===== src/rtl/rwq_pkg.sv =====
package rwq_pkg;
  localparam int OFS_W = 20;
  localparam logic [7:0] OP_NOP     = 8'h00;
  localparam logic [7:0] OP_DIRECT  = 8'h01;
  localparam logic [7:0] OP_INDEXED = 8'h09;

  localparam logic [1:0] CSR_CTRL = 2'd0;
  localparam logic [1:0] CSR_HEAD = 2'd1;
  localparam logic [1:0] CSR_TAIL = 2'd2;

  typedef struct packed {
    logic [7:0]       op;
    logic [3:0]       be;
    logic [OFS_W-1:0] ofs;
  } cmd_word_t;

  typedef enum logic [1:0] {
    F_IDLE,
    F_REQ,
    F_WAIT,
    F_NEXT
  } fetch_state_t;
endpackage


===== src/rtl/rwq_csr.sv =====
module rwq_csr
  import rwq_pkg::*;
#(
  parameter int ADDR_W = 16
) (
  input  logic              clk,
  input  logic              rst,
  input  logic              cfg_we,
  input  logic [1:0]        cfg_addr,
  input  logic [31:0]       cfg_wdata,
  output logic [31:0]       cfg_rdata,
  input  logic              fetch_busy,
  input  logic              err_evt,
  output logic              start,
  output logic              busy_any,
  output logic              err_flag,
  output logic [ADDR_W-4:0] head_ptr,
  output logic [ADDR_W-4:0] tail_ptr
);
  localparam int PTR_W = ADDR_W - 3;

  logic             enable;
  logic [PTR_W-1:0] wr_ptr;
  logic             unused_wbits;

  assign wr_ptr       = cfg_wdata[ADDR_W-1:3];
  assign unused_wbits = ^{cfg_wdata[31:ADDR_W], cfg_wdata[2:1]};
  assign busy_any     = fetch_busy | start;

  always_ff @(posedge clk) begin
    if (rst) begin
      enable    <= 1'b0;
      err_flag  <= 1'b0;
      head_ptr  <= '0;
      tail_ptr  <= '0;
      start     <= 1'b0;
      cfg_rdata <= '0;
    end else begin
      start <= 1'b0;
      if (err_evt) err_flag <= 1'b1;
      if (cfg_we && !busy_any) begin
        case (cfg_addr)
          CSR_CTRL: begin
            if (!cfg_wdata[0]) begin
              enable   <= 1'b0;
              err_flag <= 1'b0;
              head_ptr <= '0;
              tail_ptr <= '0;
            end else begin
              enable <= 1'b1;
            end
          end
          CSR_HEAD: head_ptr <= wr_ptr;
          CSR_TAIL: begin
            tail_ptr <= wr_ptr;
            if (enable && (wr_ptr != head_ptr)) start <= 1'b1;
          end
          default: ;
        endcase
      end
      case (cfg_addr)
        CSR_CTRL: cfg_rdata <= {29'd0, err_flag, busy_any, enable};
        CSR_HEAD: cfg_rdata <= 32'({head_ptr, 3'b000});
        CSR_TAIL: cfg_rdata <= 32'({tail_ptr, 3'b000});
        default:  cfg_rdata <= '0;
      endcase
    end
  end
endmodule


===== src/rtl/rwq_fetch.sv =====
module rwq_fetch
  import rwq_pkg::*;
#(
  parameter int ADDR_W = 16
) (
  input  logic              clk,
  input  logic              rst,
  input  logic              start,
  input  logic [ADDR_W-4:0] head_ptr,
  input  logic [ADDR_W-4:0] tail_ptr,
  input  logic              dec_hold,
  input  logic              dec_err,
  output logic              mem_req_valid,
  input  logic              mem_req_ready,
  output logic [ADDR_W-1:0] mem_req_addr,
  input  logic              mem_rsp_valid,
  output logic              q_valid,
  output logic              busy
);
  localparam int PTR_W = ADDR_W - 3;

  fetch_state_t     state;
  logic [PTR_W-1:0] ptr;

  assign mem_req_valid = (state == F_REQ);
  assign mem_req_addr  = {ptr, 3'b000};
  assign q_valid       = (state == F_WAIT) && mem_rsp_valid;
  assign busy          = (state != F_IDLE);

  always_ff @(posedge clk) begin
    if (rst) begin
      state <= F_IDLE;
      ptr   <= '0;
    end else begin
      case (state)
        F_IDLE: if (start) begin
          ptr   <= head_ptr;
          state <= F_REQ;
        end
        F_REQ: if (mem_req_ready) state <= F_WAIT;
        F_WAIT: if (mem_rsp_valid) begin
          ptr   <= ptr + 1'b1;
          state <= F_NEXT;
        end
        F_NEXT: begin
          if (dec_err)               state <= F_IDLE;
          else if (dec_hold)         state <= F_NEXT;
          else if (ptr == tail_ptr)  state <= F_IDLE;
          else                       state <= F_REQ;
        end
        default: state <= F_IDLE;
      endcase
    end
  end
endmodule


===== src/rtl/rwq_decode.sv =====
module rwq_decode
  import rwq_pkg::*;
(
  input  logic             clk,
  input  logic             rst,
  input  logic             start,
  input  logic             q_valid,
  input  logic [63:0]      q_data,
  output logic             hold,
  output logic             err_evt,
  output logic             wr_valid,
  output logic [OFS_W-1:0] wr_addr,
  output logic [31:0]      wr_data,
  output logic [3:0]       wr_be
);
  cmd_word_t        hi_w;
  logic [31:0]      lo_w;
  logic [31:0]      remain;
  logic [OFS_W-1:0] tgt;
  logic [31:0]      hi_buf;

  assign hi_w = q_data[63:32];
  assign lo_w = q_data[31:0];

  always_ff @(posedge clk) begin
    if (rst) begin
      wr_valid <= 1'b0;
      wr_addr  <= '0;
      wr_data  <= '0;
      wr_be    <= '0;
      remain   <= '0;
      tgt      <= '0;
      hi_buf   <= '0;
      hold     <= 1'b0;
      err_evt  <= 1'b0;
    end else begin
      wr_valid <= 1'b0;
      err_evt  <= 1'b0;
      if (start) begin
        remain <= '0;
        hold   <= 1'b0;
      end else if (hold) begin
        wr_valid <= 1'b1;
        wr_addr  <= tgt;
        wr_data  <= hi_buf;
        wr_be    <= 4'hF;
        remain   <= remain - 1'b1;
        hold     <= 1'b0;
      end else if (q_valid) begin
        if (remain != 0) begin
          wr_valid <= 1'b1;
          wr_addr  <= tgt;
          wr_data  <= lo_w;
          wr_be    <= 4'hF;
          remain   <= remain - 1'b1;
          if (remain > 32'd1) begin
            hold   <= 1'b1;
            hi_buf <= q_data[63:32];
          end
        end else begin
          case (hi_w.op)
            OP_NOP: ;
            OP_DIRECT: begin
              wr_valid <= 1'b1;
              wr_addr  <= hi_w.ofs;
              wr_data  <= lo_w;
              wr_be    <= hi_w.be;
            end
            OP_INDEXED: begin
              remain <= lo_w;
              tgt    <= hi_w.ofs;
            end
            default: err_evt <= 1'b1;
          endcase
        end
      end
    end
  end
endmodule


===== src/rtl/rwq_engine.sv =====
module rwq_engine
  import rwq_pkg::*;
#(
  parameter int ADDR_W = 16
) (
  input  logic              clk,
  input  logic              rst,
  input  logic              cfg_we,
  input  logic [1:0]        cfg_addr,
  input  logic [31:0]       cfg_wdata,
  output logic [31:0]       cfg_rdata,
  output logic              mem_req_valid,
  input  logic              mem_req_ready,
  output logic [ADDR_W-1:0] mem_req_addr,
  input  logic              mem_rsp_valid,
  input  logic [63:0]       mem_rsp_data,
  output logic              reg_wr_valid,
  output logic [19:0]       reg_wr_addr,
  output logic [31:0]       reg_wr_data,
  output logic [3:0]        reg_wr_be
);
  logic              start;
  logic              busy_any;
  logic              err_flag;
  logic              fetch_busy;
  logic              q_valid;
  logic              dec_hold;
  logic              dec_err;
  logic [ADDR_W-4:0] head_ptr;
  logic [ADDR_W-4:0] tail_ptr;

  rwq_csr #(.ADDR_W(ADDR_W)) u_csr (
    .clk(clk), .rst(rst),
    .cfg_we(cfg_we), .cfg_addr(cfg_addr), .cfg_wdata(cfg_wdata), .cfg_rdata(cfg_rdata),
    .fetch_busy(fetch_busy), .err_evt(dec_err),
    .start(start), .busy_any(busy_any), .err_flag(err_flag),
    .head_ptr(head_ptr), .tail_ptr(tail_ptr)
  );

  rwq_fetch #(.ADDR_W(ADDR_W)) u_fetch (
    .clk(clk), .rst(rst), .start(start),
    .head_ptr(head_ptr), .tail_ptr(tail_ptr),
    .dec_hold(dec_hold), .dec_err(dec_err),
    .mem_req_valid(mem_req_valid), .mem_req_ready(mem_req_ready),
    .mem_req_addr(mem_req_addr), .mem_rsp_valid(mem_rsp_valid),
    .q_valid(q_valid), .busy(fetch_busy)
  );

  rwq_decode u_decode (
    .clk(clk), .rst(rst), .start(start),
    .q_valid(q_valid), .q_data(mem_rsp_data),
    .hold(dec_hold), .err_evt(dec_err),
    .wr_valid(reg_wr_valid), .wr_addr(reg_wr_addr),
    .wr_data(reg_wr_data), .wr_be(reg_wr_be)
  );
endmodule


===== config.mk =====
export PLATFORM = sky130hd
export DESIGN_NAME = rwq_engine
export DESIGN_NICKNAME = d
export VERILOG_FILES = /design/src/rtl/rwq_pkg.sv /design/src/rtl/rwq_csr.sv /design/src/rtl/rwq_fetch.sv /design/src/rtl/rwq_decode.sv /design/src/rtl/rwq_engine.sv
export SDC_FILE = /design/constraint.sdc
export NUM_CORES = 1
export LEC_CHECK = 0
export CAP_MARGIN = 10
export CORE_UTILIZATION = 56
export CTS_CLUSTER_DIAMETER = 60
export CTS_CLUSTER_SIZE = 30
export DETAILED_ROUTE_END_ITERATION = 6
export HOLD_SLACK_MARGIN = 0.06
export PLACE_DENSITY = 0.86
export SLEW_MARGIN = 40
export SYNTH_ARGS = -nofsm -noshare
export SYNTH_HDL_FRONTEND = slang
export SYNTH_HIERARCHICAL = 1
export SYNTH_SLANG_ARGS = --single-unit

===== constraint.sdc =====
create_clock -name clk -period 3.49 [get_ports clk]
set_input_delay 0.698 -clock clk [delete_from_list [all_inputs] [get_ports clk]]
set_output_delay 0.698 -clock clk [all_outputs]
set_load 0.01 [all_outputs]

* Word-level counts from Yosys, hierarchy flattened *
Index checks and enable logic that the tools add are counted.
Widths: inputs -> output; s select.

storage, ports and cells
  input port bits = 103
  logic and storage cells = 111
  register bits after elaboration = 219
  output and inout bits = 106

operators by class
  reduce and logical (&&, ||, !) cells = 29
  bitwise logic cells = 7
  equality and inequality tests = 13
  order comparisons = 1
  multiplexer cells = 42
  $add $sub $neg = 2

operators by type and width
  operator               number
  $mux 32                8
  $mux 20                4
  $pmux 13 s2            3
  $pmux 16 s3            1
  $mux 13                3
  $gt 32x1->1 const B    1
  $reduce_bool 32->1     1
  $sub 32x1->32 const B  1
  $mux 4                 4
  $reduce_and 3->1       5
  $add 13x1->13 const B  1
  $eq 13x13->1           1
  $mux 1                 13
  $ne 13x13->1           1
  $mux 2                 5
  $reduce_and 5->1       2
  $reduce_bool 2->1      5
  $reduce_or 5->1        2
  $eq 8x1->1 const B     1
  $eq 8x4->1 const B     1
  $logic_not 8->1        1
  $pmux 2 s4             1
  $eq 2x2->1 const B     3
  $ne 2x2->1 const B     3
  11 further kinds       23

* Longest topological paths before layout *
  depth after elaboration = 6
  depth in mapped cells = 11
  gate-level depth less buffers = 7

* Cells and area by module *
Netlist, hierarchy kept.

modules (own cells, without submodules)
  module      cells an instance  times used  area each (µm²)  sequential area each (µm²)
  rwq_decode  806                1           7,219.4          2,862.7
  rwq_csr     180                1           1,804.2          900.9
  rwq_fetch   156                1           1,198.6          300.3

* Least setup slack after synthesis *
OpenSTA, ideal clock, no wires.

  path type = register to register
  start point = register u_decode.remain[8]
  end point = register u_decode.remain[29]
  path slack = 1.111 ns
  stages on the path, launching flop included = 7
  arrival = 2.254 ns
  period minus slack after synthesis = 2.379 ns
  path buffers = 1
  setup time = 0.125 ns
  data required time = 3.365 ns
  cells stage by stage = dfxtp_1 or4_4 or4_1 buf_2 or4_1 a211oi_1 o22ai_1

on the way
  word-level cells in the longest chain between the ends = 4
  elaborated cells on any way between the ends = 7
  classes of those cells = 1 x add/sub; 3 x mux; 3 x reduce/logical

RTL lines
  item                                                        RTL line                                              source
  start: declaration                                          rwq_decode.sv:18                                      logic [31:0] remain;
  start signal: assignment                                    rwq_decode.sv:47                                      remain <= remain - 1'b1;
  start signal: assignment                                    rwq_decode.sv:55                                      remain <= remain - 1'b1;
  start signal: assignment                                    rwq_decode.sv:70                                      remain <= lo_w;
  $sub 32x1->32 / $reduce_bool 32->1 (equally long branches)  rwq_decode.sv:47, rwq_decode.sv:55, rwq_decode.sv:50
  $mux 32                                                     rwq_decode.sv:50                                      if (remain != 0) begin
  $mux 32                                                     rwq_decode.sv:49                                      end else if (q_valid) begin
  $mux 32                                                     rwq_decode.sv:42                                      end else if (hold) begin

Parallel ways exist; a longest one is shown, timed or not. The select of a mux whose other input is x is not followed.
A chain may end at the register's enable or synchronous reset.

* Worst setup path after layout *
  start point = register u_decode.remain[8]
  end point = register u_decode.remain[30]

The elaborated chain is that of the path after synthesis.

==> run_results.csv <==
group,metric,value,unit
critical_path,critPathArrivalTime,3.21,ns
routing,drt_iter0_markers,1008,
placement,dp_hpwl,20.1,mm
timing,setup_ws,0.650,ns
critical_path,cpPeakStageDelay,0.53,ns
cts,cts_made_buffers,16,
timing,tns,0,ns
power_and_ir_drop,p_leak,4.49,nW
cts,post_cts_buffers,0,
cts,root_buffer,"clkbuf_16",
final_layout,syn2layout_area_growth,22.2,%
routing,ant_nets,0,
floorplan,ios,209,
routing,via_per_inst,6.32,
floorplan,die_x,137,um
power_and_ir_drop,powerDensity,371,nW/um2
final_layout,fin_util,69.8,%
global_route,grt_usage,31.0,%
critical_path,cp_slowest_cell,"nor4_2",
cts,cts_resized,0,
routing,wl,29.8,mm
timing,slew_violations,0,
placement,placedCellCount,1472,
power_and_ir_drop,power,4.63,mW
critical_path,cp-start-kind,"register",
routing,post_drt_wl_per_cell,19.8,um
logic_synthesis,synth_warnings,6,
logic_synthesis,synth_cells,1141,
timing,hold_viol_final,0,
routing,vias,9475,
outcome,status,"completed",
critical_path,required,3.86,ns
job,cap_violations,0,
timing,worst_slew_pin_slew,0.731,ns
cts,cts.sink_count,203,
routing,post-route-drc-count,0,
routing,dr.pass1.iters,6,
placement,pre_cts_slack,0.343,ns
floorplan,die_h,137,um
cts,cts_tree,"yes",
placement,gp_congestion,0.966,
timing,setup_viol,0,
logic_synthesis,netlist_area,10200,um2
critical_path,endpoint_kind,"register",
global_route,grt_overflow_total,0,
critical_path,crit_chain,"nor4_2 > nand4_2 > nor4_2 > or3_1 > buf_4 > o22ai_1",
final_layout,drive_above_1_share,6.92,%
timing,fin_skew,0.0229,ns
power_and_ir_drop,vdd_drop_max,0.000410,V
global_route,grt_max_degree,113,
critical_path,criticalPathCategory,"register to register",
final_layout,final_nets,1368,
timing,finalCritPeriodShare,81.4,%
placement,portBuffers,171,
timing,period_needed,2.84,ns
floorplan,initial_utilization,57.1,%
cts,htree_levels,1,
timing,clock.fmax,352,MHz
global_route,grt_pass1_wl,45.7,mm
cts,clock_latency,0.50,ns
cts,postCtsHoldBufs,0,
cts,cts_buffer_depth,3,
timing,maxSlewHeadroom,50.8,%
global_route,grt_pass1_vias,8644,
worst_hold_path,hold_class,"register to register",
timing,rsz0062_at_grt,"false",
global_route,grt_antenna_before_repair,1,
final_layout,num_antenna_cells,0,
logic_synthesis,syn_avg_cell_area,8.96,um2
floorplan,die-area,18800,um2
critical_path,worst_path_most_repeated_cell,"nor4_2",
critical_path,cp_max_fo,16,
floorplan,core,17900,um2
final_layout,final_cells,1500,
cts,clk_pin_slew,0.08,ns
floorplan,fp-row-count,49,
==> layout by cell type, fill, tap and decap left out, types with 5 or more instances in the layout <==
cell and n:
dfxtp_1 202, clkdlybuf4s50_1 170, mux2i_1 108, nand2_1 85, nor2_1 82, nand2b_1 73
a21oi_1 69, a211oi_1 58, a22oi_1 28, o22ai_1 26, buf_4 25, nand4_1 25
a311oi_1 23, xnor2_1 21, nor3_1 20, conb_1 19, clkbuf_16 17, nand3_1 16
nor4_1 16, a22o_1 13, or4_1 13, o21ai_0 12, nor2b_1 9, inv_1 9
or3_1 9, and2_1 7, o41ai_1 6, xor2_1 5, or2_2 5, o31a_1 5
==> routing by layer <==
| layer | wire, um | part of all wire [%] | up-vias | track usage, % |
|---|---|---|---|---|
| met5 | 0 | 0 | - | 0 |
| met4 | 1070 | 3.6 | 0 | 13.2 |
| met3 | 2790 | 9.4 | 66 | 6.70 |
| met2 | 13500 | 45 | 490 | 48.5 |
| met1 | 12400 | 42 | 4526 | 41.1 |
| li1 | - | - | 4393 | - |
==> final cells by class <==
type                            instances  area, um2
Multi-Input combinational cell        832       5570
Fill cell                            1371       5410
Sequential cell                       203       4070
Timing Repair Buffer                  199       1970
Clock buffer                           19        443
Tap cell                              229        287
Clock inverter                          9        121
Inverter                                9       33.8
==> metrics by stage <==
step                hold slack, ns  cell area, um2
finish                       0.479           12500
global route                 0.499           12500
CTS                          0.481           12500
detailed placement           0.464           11900
global placement             0.459           11900
floorplan                    0.431           10300
==> state kept, by name, indices dropped and copies added (netlist names), 2 cells and up <==
register and count:
u_decode/wr_data 32, u_decode/remain 32, u_decode/hi_buf 32, u_csr/tail_ptr 13
u_decode/tgt 20, u_decode/wr_be 4, u_csr/head_ptr 13, u_csr/cfg_rdata 16
u_fetch/ptr 13, u_decode/wr_addr 20, u_fetch/state 2
==> critical path, delay by kind of cell, from the launching register on <==
| family | cells | cell delay [ns] |
|---|---|---|
| flops | 1 | 0.38 |
| simple gates | 4 | 1.88 |
| compound gates | 1 | 0.12 |
| buf+inv | 1 | 0.33 |
==> path summary, 6_finish.rpt <==
kind / start / end / slack [ns] / depth (start not counted)
setup reg to reg: u_decode/remain[8] / u_decode/remain[30] / 0.65 / 6
hold reg to reg: u_decode/tgt[13] / u_decode/wr_addr[13] / 0.48 / 2
hold / removal: u_decode/tgt[13] / u_decode/wr_addr[13] / 0.48 / 2
setup / recovery: u_decode/remain[8] / u_decode/remain[30] / 0.65 / 6
==> power breakdown <==
part	internal, mW	switching, mW
clock network	0.984	0.985
logic	0.158	0.161
registers	2.33	0.0145
total	3.47	1.16
Note: power is estimated with default switching activity, not from simulation.
